==> src/rtl/irq_pkg.sv <==
package irq_pkg;

    typedef enum logic [3:0] {
        S_IDLE,
        S_ACK_FIRST,
        S_ACK_SECOND,
        S_PUSH_FLAGS,
        S_PUSH_CS,
        S_PUSH_IP,
        S_VEC_LO,
        S_VEC_HI,
        S_POP_IP,
        S_POP_CS,
        S_POP_FLAGS,
        S_LOAD
    } seq_state_t;

    localparam int IF_BIT = 9;
    localparam int TF_BIT = 8;

    localparam int TYPE_DIV  = 0;
    localparam int TYPE_STEP = 1;
    localparam int TYPE_NMI  = 2;
    localparam int TYPE_OVF  = 4;

endpackage

==> src/rtl/irq_arbiter.sv <==
module irq_arbiter
    import irq_pkg::*;
#(
    parameter int TYPE_W = 8
) (
    input  logic              clk,
    input  logic              rst_n,
    input  logic              nmi_pin,
    input  logic              nmi_take,
    input  logic              exc_div,
    input  logic              exc_swi,
    input  logic [TYPE_W-1:0] swi_type,
    input  logic              exc_into,
    input  logic              of_flag,
    input  logic              intr_pin,
    input  logic              if_flag,
    input  logic              tf_at_start,
    output logic              win_valid,
    output logic [TYPE_W-1:0] win_type,
    output logic              win_inta,
    output logic              win_nmi
);

    logic nmi_q;
    logic nmi_pend;
    logic nmi_rise;

    assign nmi_rise = nmi_pin & ~nmi_q;

    // Edge latch: a new edge in the same cycle as the take keeps it pending.
    always_ff @(posedge clk or negedge rst_n) begin
        if (!rst_n) begin
            nmi_q    <= 1'b0;
            nmi_pend <= 1'b0;
        end else begin
            nmi_q    <= nmi_pin;
            nmi_pend <= (nmi_pend & ~nmi_take) | nmi_rise;
        end
    end

    always_comb begin
        win_valid = 1'b0;
        win_type  = '0;
        win_inta  = 1'b0;
        win_nmi   = 1'b0;
        if (exc_div) begin
            win_valid = 1'b1;
            win_type  = TYPE_W'(TYPE_DIV);
        end else if (exc_swi) begin
            win_valid = 1'b1;
            win_type  = swi_type;
        end else if (exc_into && of_flag) begin
            win_valid = 1'b1;
            win_type  = TYPE_W'(TYPE_OVF);
        end else if (nmi_pend) begin
            win_valid = 1'b1;
            win_type  = TYPE_W'(TYPE_NMI);
            win_nmi   = 1'b1;
        end else if (intr_pin && if_flag) begin
            win_valid = 1'b1;
            win_inta  = 1'b1;
        end else if (tf_at_start) begin
            win_valid = 1'b1;
            win_type  = TYPE_W'(TYPE_STEP);
        end
    end

endmodule

==> src/rtl/irq_seq_fsm.sv <==
module irq_seq_fsm
    import irq_pkg::*;
#(
    parameter int WORD_W = 16,
    parameter int ADDR_W = 20,
    parameter int TYPE_W = 8
) (
    input  logic              clk,
    input  logic              rst_n,
    input  logic              instr_done,
    input  logic              iret_req,
    input  logic              win_valid,
    input  logic [TYPE_W-1:0] win_type,
    input  logic              win_inta,
    input  logic [WORD_W-1:0] flags_in,
    input  logic [WORD_W-1:0] cs_in,
    input  logic [WORD_W-1:0] ip_in,
    input  logic [WORD_W-1:0] sp_in,
    input  logic [WORD_W-1:0] ss_in,
    input  logic [WORD_W-1:0] rd_data,
    input  logic [TYPE_W-1:0] inta_data,
    output logic              accept,
    output logic              busy,
    output logic              bus_wr,
    output logic              bus_rd,
    output logic              bus_inta,
    output logic              bus_lock,
    output logic [ADDR_W-1:0] bus_addr,
    output logic [WORD_W-1:0] wr_data,
    output logic              load,
    output logic [WORD_W-1:0] cs_out,
    output logic [WORD_W-1:0] ip_out,
    output logic [WORD_W-1:0] sp_out,
    output logic [WORD_W-1:0] flags_out,
    output logic [TYPE_W-1:0] vec_type
);

    localparam int SEG_SHIFT = ADDR_W - WORD_W;
    localparam logic [WORD_W-1:0] STEP = WORD_W'(2);

    seq_state_t state, state_nx;

    logic [WORD_W-1:0] flags_r, cs_r, ip_r, sp_r;
    logic [TYPE_W-1:0] type_r;
    logic [ADDR_W-1:0] vec_base;

    function automatic logic [ADDR_W-1:0] phys(input logic [WORD_W-1:0] seg,
                                                input logic [WORD_W-1:0] off);
        return ADDR_W'({seg, {SEG_SHIFT{1'b0}}}) + ADDR_W'(off);
    endfunction

    assign vec_base = ADDR_W'({type_r, 2'b00});
    assign accept   = (state == S_IDLE) && !iret_req && instr_done && win_valid;

    // State register
    always_ff @(posedge clk or negedge rst_n) begin
        if (!rst_n) state <= S_IDLE;
        else        state <= state_nx;
    end

    // Next state
    always_comb begin
        state_nx = state;
        unique case (state)
            S_IDLE: begin
                if (iret_req)          state_nx = S_POP_IP;
                else if (accept)       state_nx = win_inta ? S_ACK_FIRST : S_PUSH_FLAGS;
            end
            S_ACK_FIRST:  state_nx = S_ACK_SECOND;
            S_ACK_SECOND: state_nx = S_PUSH_FLAGS;
            S_PUSH_FLAGS: state_nx = S_PUSH_CS;
            S_PUSH_CS:    state_nx = S_PUSH_IP;
            S_PUSH_IP:    state_nx = S_VEC_LO;
            S_VEC_LO:     state_nx = S_VEC_HI;
            S_VEC_HI:     state_nx = S_LOAD;
            S_POP_IP:     state_nx = S_POP_CS;
            S_POP_CS:     state_nx = S_POP_FLAGS;
            S_POP_FLAGS:  state_nx = S_LOAD;
            S_LOAD:       state_nx = S_IDLE;
            default:      state_nx = S_IDLE;
        endcase
    end

    // Snapshot and working registers
    always_ff @(posedge clk or negedge rst_n) begin
        if (!rst_n) begin
            flags_r <= '0;
            cs_r    <= '0;
            ip_r    <= '0;
            sp_r    <= '0;
            type_r  <= '0;
        end else begin
            unique case (state)
                S_IDLE: begin
                    if (iret_req) begin
                        sp_r <= sp_in;
                    end else if (accept) begin
                        type_r  <= win_type;
                        flags_r <= flags_in;
                        cs_r    <= cs_in;
                        ip_r    <= ip_in;
                        sp_r    <= sp_in;
                    end
                end
                S_ACK_FIRST: ;
                S_ACK_SECOND: type_r <= inta_data;
                S_PUSH_FLAGS: begin
                    sp_r            <= sp_r - STEP;
                    flags_r[IF_BIT] <= 1'b0;
                    flags_r[TF_BIT] <= 1'b0;
                end
                S_PUSH_CS:   sp_r <= sp_r - STEP;
                S_PUSH_IP:   sp_r <= sp_r - STEP;
                S_VEC_LO:    ip_r <= rd_data;
                S_VEC_HI:    cs_r <= rd_data;
                S_POP_IP: begin
                    ip_r <= rd_data;
                    sp_r <= sp_r + STEP;
                end
                S_POP_CS: begin
                    cs_r <= rd_data;
                    sp_r <= sp_r + STEP;
                end
                S_POP_FLAGS: begin
                    flags_r <= rd_data;
                    sp_r    <= sp_r + STEP;
                end
                S_LOAD: ;
                default: ;
            endcase
        end
    end

    // Outputs
    always_comb begin
        bus_wr   = 1'b0;
        bus_rd   = 1'b0;
        bus_inta = 1'b0;
        bus_lock = 1'b0;
        bus_addr = '0;
        wr_data  = '0;
        load     = 1'b0;
        unique case (state)
            S_IDLE: ;
            S_ACK_FIRST, S_ACK_SECOND: begin
                bus_inta = 1'b1;
                bus_lock = 1'b1;
            end
            S_PUSH_FLAGS: begin
                bus_wr   = 1'b1;
                bus_addr = phys(ss_in, sp_r - STEP);
                wr_data  = flags_r;
            end
            S_PUSH_CS: begin
                bus_wr   = 1'b1;
                bus_addr = phys(ss_in, sp_r - STEP);
                wr_data  = cs_r;
            end
            S_PUSH_IP: begin
                bus_wr   = 1'b1;
                bus_addr = phys(ss_in, sp_r - STEP);
                wr_data  = ip_r;
            end
            S_VEC_LO: begin
                bus_rd   = 1'b1;
                bus_addr = vec_base;
            end
            S_VEC_HI: begin
                bus_rd   = 1'b1;
                bus_addr = vec_base + ADDR_W'(2);
            end
            S_POP_IP, S_POP_CS, S_POP_FLAGS: begin
                bus_rd   = 1'b1;
                bus_addr = phys(ss_in, sp_r);
            end
            S_LOAD: load = 1'b1;
            default: ;
        endcase
    end

    assign busy      = (state != S_IDLE);
    assign cs_out    = cs_r;
    assign ip_out    = ip_r;
    assign sp_out    = sp_r;
    assign flags_out = flags_r;
    assign vec_type  = type_r;

endmodule

==> src/rtl/irq_entry_seq.sv <==
module irq_entry_seq
    import irq_pkg::*;
#(
    parameter int WORD_W = 16,
    parameter int ADDR_W = 20,
    parameter int TYPE_W = 8
) (
    input  logic              clk,
    input  logic              rst_n,
    input  logic              instr_done,
    input  logic              exc_div,
    input  logic              exc_swi,
    input  logic [TYPE_W-1:0] swi_type,
    input  logic              exc_into,
    input  logic              of_flag,
    input  logic              tf_at_start,
    input  logic              nmi_pin,
    input  logic              intr_pin,
    input  logic              iret_req,
    input  logic [WORD_W-1:0] flags_in,
    input  logic [WORD_W-1:0] cs_in,
    input  logic [WORD_W-1:0] ip_in,
    input  logic [WORD_W-1:0] sp_in,
    input  logic [WORD_W-1:0] ss_in,
    input  logic [WORD_W-1:0] rd_data,
    input  logic [TYPE_W-1:0] inta_data,
    output logic              busy,
    output logic              bus_wr,
    output logic              bus_rd,
    output logic              bus_inta,
    output logic              bus_lock,
    output logic [ADDR_W-1:0] bus_addr,
    output logic [WORD_W-1:0] wr_data,
    output logic              load,
    output logic [WORD_W-1:0] cs_out,
    output logic [WORD_W-1:0] ip_out,
    output logic [WORD_W-1:0] sp_out,
    output logic [WORD_W-1:0] flags_out,
    output logic [TYPE_W-1:0] vec_type
);

    logic              win_valid;
    logic [TYPE_W-1:0] win_type;
    logic              win_inta;
    logic              win_nmi;
    logic              accept;

    irq_arbiter #(.TYPE_W(TYPE_W)) u_arb (
        .clk         (clk),
        .rst_n       (rst_n),
        .nmi_pin     (nmi_pin),
        .nmi_take    (accept & win_nmi),
        .exc_div     (exc_div),
        .exc_swi     (exc_swi),
        .swi_type    (swi_type),
        .exc_into    (exc_into),
        .of_flag     (of_flag),
        .intr_pin    (intr_pin),
        .if_flag     (flags_in[IF_BIT]),
        .tf_at_start (tf_at_start),
        .win_valid   (win_valid),
        .win_type    (win_type),
        .win_inta    (win_inta),
        .win_nmi     (win_nmi)
    );

    irq_seq_fsm #(.WORD_W(WORD_W), .ADDR_W(ADDR_W), .TYPE_W(TYPE_W)) u_fsm (
        .clk        (clk),
        .rst_n      (rst_n),
        .instr_done (instr_done),
        .iret_req   (iret_req),
        .win_valid  (win_valid),
        .win_type   (win_type),
        .win_inta   (win_inta),
        .flags_in   (flags_in),
        .cs_in      (cs_in),
        .ip_in      (ip_in),
        .sp_in      (sp_in),
        .ss_in      (ss_in),
        .rd_data    (rd_data),
        .inta_data  (inta_data),
        .accept     (accept),
        .busy       (busy),
        .bus_wr     (bus_wr),
        .bus_rd     (bus_rd),
        .bus_inta   (bus_inta),
        .bus_lock   (bus_lock),
        .bus_addr   (bus_addr),
        .wr_data    (wr_data),
        .load       (load),
        .cs_out     (cs_out),
        .ip_out     (ip_out),
        .sp_out     (sp_out),
        .flags_out  (flags_out),
        .vec_type   (vec_type)
    );

endmodule

==> config.mk <==
export PLATFORM = sky130hd
export DESIGN_NAME = irq_entry_seq
export DESIGN_NICKNAME = d
export VERILOG_FILES = /design/src/rtl/irq_pkg.sv /design/src/rtl/irq_arbiter.sv /design/src/rtl/irq_seq_fsm.sv /design/src/rtl/irq_entry_seq.sv
export SDC_FILE = /design/constraint.sdc
export NUM_CORES = 1
export LEC_CHECK = 0
export BUFFER_PORTS_ARGS = -buffer_cell sky130_fd_sc_hd__buf_2
export CAP_MARGIN = 0
export CORE_UTILIZATION = 44
export DETAILED_ROUTE_END_ITERATION = 7
export PLACE_DENSITY = 0.88
export SLEW_MARGIN = 20
export SYNTH_ARGS = -nofsm -noshare
export SYNTH_HDL_FRONTEND = slang
export SYNTH_SLANG_ARGS = --single-unit
==> constraint.sdc <==
create_clock -name clk -period 3.05 [get_ports clk]
set_input_delay 0.1525 -clock clk [delete_from_list [all_inputs] [get_ports clk]]
set_output_delay 0.1525 -clock clk [all_outputs]
set_load 0.05 [all_outputs]
# Yosys cells after proc, flatten, opt, wreduce, memory -nomap -nowiden
# Index checks and enable logic that the tools add are counted.
dict set report op_classes {
  n_addsub 5
  eq_ne 14
  n_mux 48
  bitwise 6
  n_reduce_logical 27
}
# cell n
set ops {}
lappend ops {{16-bit two-way mux} 8}
lappend ops {{16-bit case mux with 3 select lines} 2}
lappend ops {{20-bit case mux with 4 select lines} 1}
lappend ops {{16-bit case mux with 2 select lines} 2}
lappend ops {{8-bit two-way mux} 7}
lappend ops {{20-bit by 16-bit adder with 20-bit output} 2}
lappend ops {{4-bit case mux with 10 select lines} 1}
lappend ops {{8-bit case mux with 2 select lines} 2}
lappend ops {{1-bit two-way mux} 20}
lappend ops {{16-bit by 2-bit adder with 16-bit output (second input constant)} 1}
lappend ops {{4-bit by 3-bit == test with 1-bit output (second input constant)} 4}
lappend ops {{4-bit == test (second input constant)} 4}
lappend ops {{16-bit by 2-bit subtractor with 16-bit output (second input constant)} 1}
lappend ops {{3-bit AND reduction} 5}
lappend ops {{6-bit case mux with 2 select lines} 1}
lappend ops {{10-bit by 2-bit adder with 11-bit output (second input constant)} 1}
lappend ops {{4-bit by 2-bit == test with 1-bit output (second input constant)} 2}
lappend ops {{4-bit two-way mux} 2}
lappend ops {{2-bit nonzero test} 4}
lappend ops {{2-bit OR reduction} 4}
lappend ops {{2-bit case mux with 3 select lines} 1}
lappend ops {{3-bit nonzero test} 2}
lappend ops {{3-bit OR reduction} 2}
lappend ops {{1-bit logical AND} 5}
lappend ops {{12 further kinds} 16}
dict set report word_totals {
  ff_bits 78
  inputBits 123
  output_inout_bits 114
  elab_cells 109
}

# Depth between registers and ports, before layout
# Gate-level depths: netlist of run 1.
dict set report logic_depth {
  word_depth 11
  depth_mapped 15
  depth_no_buf 14
}

# Hierarchy
# Synthesis of run 1 repeated with hierarchy kept, for this count alone.
dict set report unflattened {
  cells_unflattened 682
  hier_area_um2 5768.0
}
# mod instances cells_each area_per_inst_um2 seq_area_each_um2
set modules_own_cells {}
lappend modules_own_cells {irq_seq_fsm 1 659 5562.8 1901.8}
lappend modules_own_cells {irq_arbiter 1 22 198.9 50.0}
lappend modules_own_cells {irq_entry_seq 1 1 6.3 0.0}

# Worst setup path after synthesis of run 1
# OpenSTA, ideal clock, no wires.
dict set report synth_path {
  path_type {register to output}
  start {reg u_fsm.sp_r[1] (netlist: u_fsm.sp_out[1])}
  end {out bus_addr[14]}
  arrival_ns 4.367
  required_time_ns 2.897
  slack_ns -1.469
  path_stages_with_launch 15
  n_path_buf 0
  cell_sequence {dfrtp_1 inv_1 ha_1 or3b_2 nand2b_1 nor2_1 nand2_1 xnor2_1 ha_1 a21o_1 a21oi_1 nor2_1 a311o_1 o21ai_0 nor3b_1}
}
dict set report synth_via {
  elab_chain_len 3
  word_cells_on_any_way 4
  cone_classes {add/sub: 3; mux: 1}
}
# element line_no
set synth_rtl {}
lappend synth_rtl {{start, declared} irq_seq_fsm.sv:43} ;# logic [WORD_W-1:0] flags_r, cs_r, ip_r, sp_r;
lappend synth_rtl {{start signal, assigned} irq_seq_fsm.sv:96} ;# sp_r <= sp_in;
lappend synth_rtl {{start signal, assigned} irq_seq_fsm.sv:102} ;# sp_r <= sp_in;
lappend synth_rtl {{start signal, assigned} irq_seq_fsm.sv:108} ;# sp_r <= sp_r - STEP;
lappend synth_rtl {{16-bit by 2-bit subtractor with 16-bit output} {irq_seq_fsm.sv:151, irq_seq_fsm.sv:156, irq_seq_fsm.sv:161}}
lappend synth_rtl {{20-bit by 16-bit adder with 20-bit output} irq_seq_fsm.sv:49} ;# return ADDR_W'({seg, {SEG_SHIFT{1'b0}}}) + ADDR_W'(off);
lappend synth_rtl {{20-bit case mux with 4 select lines (*)} irq_seq_fsm.sv:143} ;# unique case (state)
lappend synth_rtl {{end, declared} irq_entry_seq.sv:32} ;# output logic [ADDR_W-1:0] bus_addr,
# Mark *: on every way between the ends. The rest lies on a longest branch, timed or not.

# Final worst setup path of run 1
dict set report layout_path {
  start {reg u_fsm.sp_r[2] (netlist: u_fsm.sp_out[2])}
  end {out bus_addr[19]}
}
# The elaborated chain is that of the path after synthesis.

==> PnR_summary.wiki, run 1 <==
{| class="wikitable"
! Metric !! Value
|-
| Vias in the first global route || 6939
|-
| Maximum buffer depth of the clock tree || 2
|-
| Largest net degree at the start of global routing || 79
|-
| TritonCTS Buffers || 9
|-
| Clock sink total || 78
|-
| Die height || 114.9 µm
|-
| Share of the synthesized area in the top cell type || 34.77%
|-
| Total length of routed wires || 21860 µm
|-
| Remaining antenna violation count after routing || 0
|-
| Cell types with the largest area share after synthesis || dfrtp_1 (35%), nand2_1 (7.4%), mux2i_1 (5.5%)
|-
| Result of the run || finished, violations left
|-
| DRC violation count after routing || 2
|-
| Crit path buf inv count || 4
|-
| Number of setup violations in the final report || 14
|-
| Master of the slowest instance on the critical path || or3b_4
|-
| Worst clock skew || 12.43 ps
|-
| Setup slack after layout || -814.3 ps
|-
| Violated checks || design-rule violations, negative setup slack
|-
| Post-synth top flop || dfrtp_1
|-
| Rel. slew slack || 47.57%
|-
| Type of the tightest min-delay check || in2reg
|-
| Type of the setup path with the least slack || reg2out
|-
| Total Neg Setup Slack || -7786 ps
|-
| Cell family with the largest share of critical-path delay || simple AND/OR/NAND/NOR gates
|-
| Area Growth Syn to Fin || 51.45%
|-
| Count of unique library cells instantiated by Yosys || 63
|-
| Final critical delay including setup and external delays || 3864 ps
|-
| Crit path launch type || register
|-
| Unrepaired setup endpoints after global routing || yes
|-
| Post-route core utilization || 69.61%
|-
| Sum of overflow across all layers after global routing || 0
|-
| Net Count, Synth || 846
|-
| # H-tree levels || 3
|-
| Initial detailed-routing violation count || 690
|-
| Largest area contributor in the synthesized netlist || dfrtp_1
|-
| CTS tree || done
|-
| Mean post-synth cell area || 7.939 µm²
|-
| Count of standard-cell rows || 40
|-
| Wire length of the first global-routing pass || 32980 µm
|-
| Data required, critical path || 2900 ps
|-
| Via Count || 7105
|-
| Nets@finish || 1150
|-
| Final hold violation count || 0
|-
| Number of antenna violations at the first check in global routing || 2
|-
| Cell chosen for the clock root || clkbuf_16
|-
| Die area || 13210 µm²
|-
| Mean number of vias per cell || 5.991
|-
| Sequential element share of the synthesized area || 34.77%
|-
| Share of post-route cells with drive strength above 1 || 43.11%
|-
| Fraction of registers with async set/reset || 100.0%
|-
| Endpoint class of the critical path || output pin
|-
| Initial DRT Pass Iterations || 8
|-
| Clock-pin slew of the registers on the worst-case setup and hold paths || 60 ps
|-
| Final cell count without fillers || 1186
|-
| Layout filler cell count || 962
|-
| Largest incremental delay on the critical path || 430 ps
|-
| Synth Instances || 707
|-
| CP cell instances || inv_2 > ha_4 > or3b_4 > buf_12 > nor2_4 > xor2_2 > ha_1 > a21oi_2 > nand4b_1 > a211oi_4 > nor3_4 > buf_4 > or3_1 > a21oi_4 > buf_6
|-
| Commonest cells after routing, fill and taps aside || buf_2 (221), nand2_1 (108), buf_4 (105)
|-
| Number of maximum-capacitance violations || 0
|-
| Initial core utilization || 45.96%
|-
| Horiz. Die Dim || 114.9 µm
|-
| Total number of yosys warnings || 0
|-
| Crit path max fanout || 4
|-
| Number of synthesized flops with an enable pin || 0
|-
| Source-to-sink clock delay at the later pin of the worst-skew pair || 340 ps
|-
| Register area || 1962 µm²
|-
| Yosys reg bits || 78
|-
| Post-route clock period utilization || 126.7%
|-
| Final estimated routing congestion in global placement || 1.013
|-
| Final hold slack || 18.18 ps
|-
| # port buffers || 236
|-
| Number of cells in the design after placement || 1155
|-
| Transition time of the tightest slew-check pin || 784.6 ps
|-
| Area of combinational cells with multiple inputs || 3769 µm²
|-
| Peak clock frequency supported by timing || 0.2588 GHz
|-
| Core footprint || 12210 µm²
|-
| DR WL/cell || 18.43 µm
|-
| Detailed Place HPWL || 14780 µm
|-
| Leading cell type in the layout, fill and taps excluded || buf_2
|-
| Summed instance area of the synthesized netlist || 5613 µm²
|-
| Total global routing track utilization || 32.20%
|-
| Data arrival time at the worst-slack endpoint || 3710 ps
|-
| Max-slew violations || 0
|-
| Top Ports || 237
|}
==> cells in the mapped netlist (all sizes together) (2+ instances only) <==
cell	count
o21a	5
xnor2	13
or4	2
or3	6
a21o	10
inv	29
o21bai	2
o22ai	8
a222oi	19
nor3	27
a311oi	2
o31ai	8
o221ai	2
a31oi	18
nor2b	5
o31a	2
and3	6
nand3b	2
nor3b	2
mux2i	31
nand3	7
xor2	8
mux2	2
a211oi	7
ha	15
o21ai	67
nand2b	10
a22oi	3
buf	16
a211o	2
a22o	4
nor4	8
o211ai	3
nand2	111
clkbuf	38
a21oi	44
nor2	63
nand4	4
dfrtp	78
==> layer usage <==
metal	vias up	wire length, µm	track usage [%]
met5	-	0	0
met3	120	2184	7.327
met4	0	1160	18.18
met1	3303	7693	35.46
met2	518	10820	57.23
li1	3164	-	-
==> stage by stage <==
step	instance area [µm²]	worst slack, ps
finish	8501	-814.3
global route	8498	-949.0
global placement	7784	-355.8
floorplan	5882	-553.9
detailed placement	7790	-512.5
CTS	8343	-722.9
==> tightest hold or removal path, delay by kind of cell <==
family | cells | cell delay, ps
AO/OA/AOI/OAI | 1 | 50
buffers and inverters | 1 | 80
AND/OR/NAND/NOR | 1 | 30
==> area by class of cell <==
type | instances | area share, %
Tap cell | 168 | 2.473
Clock inverter | 5 | 0.6771
Timing Repair Buffer | 347 | 25.24
Antenna cell | 2 | 0.05888
Sequential cell | 78 | 23.08
Clock buffer | 11 | 2.855
Multi-Input combinational cell | 546 | 44.33
Inverter | 29 | 1.281
==> final timing paths <==
check                           startpoint           endpoint  slack (ps)  cells after the start
max                        u_fsm.sp_out[2]       bus_addr[19]        -810                     15
max reg2reg                 u_fsm.state[1]     u_fsm.state[0]         440                      6
min                           inta_data[3]  u_fsm.vec_type[3]          20                      3
min in group asynchronous            rst_n   u_fsm.sp_out[12]         390                      2
min reg2reg                    u_arb.nmi_q     u_arb.nmi_pend         430                      1
max in group asynchronous            rst_n    u_fsm.sp_out[1]        2060                      2
==> kinds of logic after synthesis <==
group	count (synthesis)	share of synthesized area (%)
fa+ha+maj	16	3.700
buf+inv	83	6.331
xor+xnor	21	3.277
flops	78	34.77
simple gates	258	20.84
compound gates	218	25.15
mux	33	5.930
==> state kept, by name, summed over array words and instances (netlist names) <==
| name | count |
|---|---|
| u_arb.nmi_pend | 1 |
| u_arb.nmi_q | 1 |
| u_fsm.cs_out | 16 |
| u_fsm.flags_out | 16 |
| u_fsm.ip_out | 16 |
| u_fsm.sp_out | 16 |
| u_fsm.state | 4 |
| u_fsm.vec_type | 8 |
==> what timing repair did <==
| action | CTS | global route |
|---|---|---|
| endpoints found under the setup margin | 14 | 15 |
| gates resized for setup | 48 | 21 |
| buffers inserted | 6 | 7 |
| pin swaps | 9 | 15 |
| hold endpoints to repair | 1 | 78 |
| hold buffers | 1 | 1 |
Power of run 1 is not shown: default switching activity piles up to over one toggle a cycle in this logic, so the estimate is an artifact.
==> inputs of run 2 (changes only) <==
- CORE_ASPECT_RATIO: not set -> 0.5
==> PnR_summary.wiki, run 2 (same netlist as run 1, synthesis figures left out) <==
{| class="wikitable"
! Metric !! Value
|-
| Result of the run || finished, violations left (unchanged)
|-
| Violated checks || negative setup slack (was design-rule violations, negative setup slack)
|-
| R2R Path Start || u_fsm.state[1] (unchanged)
|-
| Initial DRT Pass Iterations || 8 (unchanged)
|-
| Wire length of the first global-routing pass || 30770 µm (was 32980 µm)
|-
| Top Ports || 237 (unchanged)
|-
| Crit path max fanout || 5 (was 4)
|-
| Final estimated routing congestion in global placement || 0.9521 (was 1.013)
|-
| Type of the tightest min-delay check || in2reg (unchanged)
|-
| Detailed Place HPWL || 14390 µm (was 14780 µm)
|-
| Transition time of the tightest slew-check pin || 771.2 ps (was 784.6 ps)
|-
| Source-to-sink clock delay at the later pin of the worst-skew pair || 340 ps (about the same)
|-
| TritonCTS Buffers || 9 (unchanged)
|-
| DR WL/cell || 16.37 µm (was 18.43 µm)
|-
| CP cell instances || inv_2 > ha_4 > or3b_4 > nand2b_4 > nor3_4 > nand2_1 > xnor2_1 > ha_1 > or3_1 > o21a_1 > o211ai_1 > mux2i_4 > buf_6 (was inv_2 > ha_4 > or3b_4 > buf_12 > nor2_4 > xor2_2 > ha_1 > a21oi_2 > nand4b_1 > a211oi_4 > nor3_4 > buf_4 > or3_1 > a21oi_4 > buf_6)
|-
| Vias in the first global route || 6317 (was 6939)
|-
| CTS tree || done (unchanged)
|-
| Core footprint || 12120 µm² (was 12210 µm²)
|-
| Mean number of vias per cell || 5.572 (was 5.991)
|-
| Worst min-delay path startpoint || inta_data[7] (was inta_data[3])
|-
| Crit path launch type || register (unchanged)
|-
| Register area || 1962 µm² (unchanged)
|-
| Largest incremental delay on the critical path || 410 ps (was 430 ps)
|-
| Die height || 81.87 µm (was 114.9 µm)
|-
| Final hold violation count || 0 (unchanged)
|-
| Peak clock frequency supported by timing || 0.2693 GHz (was 0.2588 GHz)
|-
| Total length of routed wires || 19460 µm (was 21860 µm)
|-
| Worst clock skew || 11.21 ps (was 12.43 ps)
|-
| Sum of overflow across all layers after global routing || 0 (unchanged)
|-
| Commonest cells after routing, fill and taps aside || buf_2 (221), buf_4 (113), nand2_1 (108) (was buf_2 (221), nand2_1 (108), buf_4 (105))
|-
| Count of standard-cell rows || 28 (was 40)
|-
| Rel. slew slack || 48.39% (was 47.57%)
|-
| Crit path buf inv count || 2 (was 4)
|-
| Layout filler cell count || 978 (was 962)
|-
| # H-tree levels || 3 (unchanged)
|-
| DRC violation count after routing || 0 (was 2)
|-
| Data arrival time at the worst-slack endpoint || 3560 ps (was 3710 ps)
|-
| Cell chosen for the clock root || clkbuf_16 (unchanged)
|-
| Unrepaired setup endpoints after global routing || yes (unchanged)
|-
| Area of combinational cells with multiple inputs || 3775 µm² (was 3769 µm²)
|-
| Endpoint class of the critical path || output pin (unchanged)
|-
| Final antenna diode count || 0 (was 2)
|-
| Horiz. Die Dim || 161.7 µm (was 114.9 µm)
|-
| Initial core utilization || 46.30% (was 45.96%)
|-
| Share of post-route cells with drive strength above 1 || 43.55% (was 43.11%)
|-
| Max-slew violations || 0 (unchanged)
|-
| Maximum buffer depth of the clock tree || 2 (unchanged)
|-
| Via Count || 6625 (was 7105)
|-
| Largest net degree at the start of global routing || 79 (unchanged)
|-
| Die area || 13240 µm² (was 13210 µm²)
|-
| Leading cell type in the layout, fill and taps excluded || buf_2 (unchanged)
|-
| Critical path startpoint || u_fsm.sp_out[1] (was u_fsm.sp_out[2])
|-
| Initial detailed-routing violation count || 526 (was 690)
|-
| Type of the setup path with the least slack || reg2out (unchanged)
|-
| Post-route core utilization || 70.57% (was 69.61%)
|-
| Number of setup violations in the final report || 14 (unchanged)
|-
| Master of the slowest instance on the critical path || dfrtp_2 (was or3b_4)
|-
| Number of maximum-capacitance violations || 0 (unchanged)
|-
| Clock sink total || 78 (unchanged)
|-
| Post-route clock period utilization || 121.8% (was 126.7%)
|-
| Nets@finish || 1158 (was 1150)
|-
| Data required, critical path || 2900 ps (about the same)
|-
| Setup slack after layout || -664.0 ps (was -814.3 ps)
|-
| # port buffers || 236 (unchanged)
|-
| Total global routing track utilization || 29.37% (was 32.20%)
|-
| Clock-pin slew of the registers on the worst-case setup and hold paths || 60 ps (about the same)
|-
| Cell family with the largest share of critical-path delay || simple AND/OR/NAND/NOR gates (unchanged)
|-
| Number of antenna violations at the first check in global routing || 0 (was 2)
|-
| Final critical delay including setup and external delays || 3714 ps (was 3864 ps)
|-
| Remaining antenna violation count after routing || 0 (unchanged)
|-
| Area Growth Syn to Fin || 52.41% (was 51.45%)
|}
-- run 2: cell count changes in the layout (fill, tap and decap cells not counted), moves of 2 or more --
| cell | previous run | this run |
|---|---|---|
| buf_4 | 105 | 113 |
| o21ai_1 | 32 | 30 |
| diode_2 | 2 | 0 |
| inv_6 | 1 | 4 |
| nor4_2 | 2 | 0 |
| buf_12 | 2 | 0 |
| clkinv_2 | 2 | 0 |
| nor3_1 | 15 | 17 |
-- run 2: layout make-up --
cell class | instances | share of cell area [%]
repair buffers | 355 | 25.63
clock buffers | 9 | 2.633
flip-flops and latches | 78 | 22.93
clock inverters | 7 | 0.9946
well taps | 165 | 2.413
inverters | 29 | 1.272
multi-input cells | 546 | 44.13
-- run 2: timing repair --
item | CTS | global route
gates cloned | 0 | 0
hold buffers | 1 | 1
gates resized for setup | 50 | 21
endpoints found under the hold margin | 1 | 78
setup buffers | 9 | 7
setup endpoints to repair | 14 | 14
pin swaps | 24 | 14
-- run 2: per-layer routing --
layer	track usage, %	wire length, µm	vias up
li1	-	-	3176
met1	35.45	7864	3139
met2	54.78	10050	280
met3	4.949	1223	30
met4	8.396	328	0
met5	0	0	-
-- run 2: through the flow --
stage	area, µm²	instances	TNS [ps]	hold slack [ps]	setup WS, ps
after CTS	8392	1182	-6612	17.45	-696.3
after global placement	7797	1156	-2789	276.5	-395.0
after detailed placement	7797	1156	-3684	280.9	-501.1
final	8554	1189	-6443	24.49	-664.0
after floorplan	5882	707	-3382	-143.1	-553.9
after global routing	8554	1189	-8264	29.55	-801.5
-- run 2: worst reg2reg max path, cell delays in order, from the launching register on --
cell and delay (ps):
dfrtp_1 410, buf_4 190, or4_1 660, nor2_4 170, a221o_2 510, buf_4 250, o211ai_1 80, a21boi_0 130
-- run 2: worst paths after layout --
path	endpoint	slack, ps	depth (start not counted)
setup / recovery	bus_addr[18]	-660	13
hold / removal	u_fsm.vec_type[7]	20	3
setup reg to reg	u_fsm.sp_out[1]	530	7
hold reg to reg	u_arb.nmi_pend	450	1
max in group asynchronous	u_fsm.sp_out[2]	2080	2
min in group asynchronous	u_fsm.sp_out[12]	390	2
Power of run 2 is left out for the same reason.
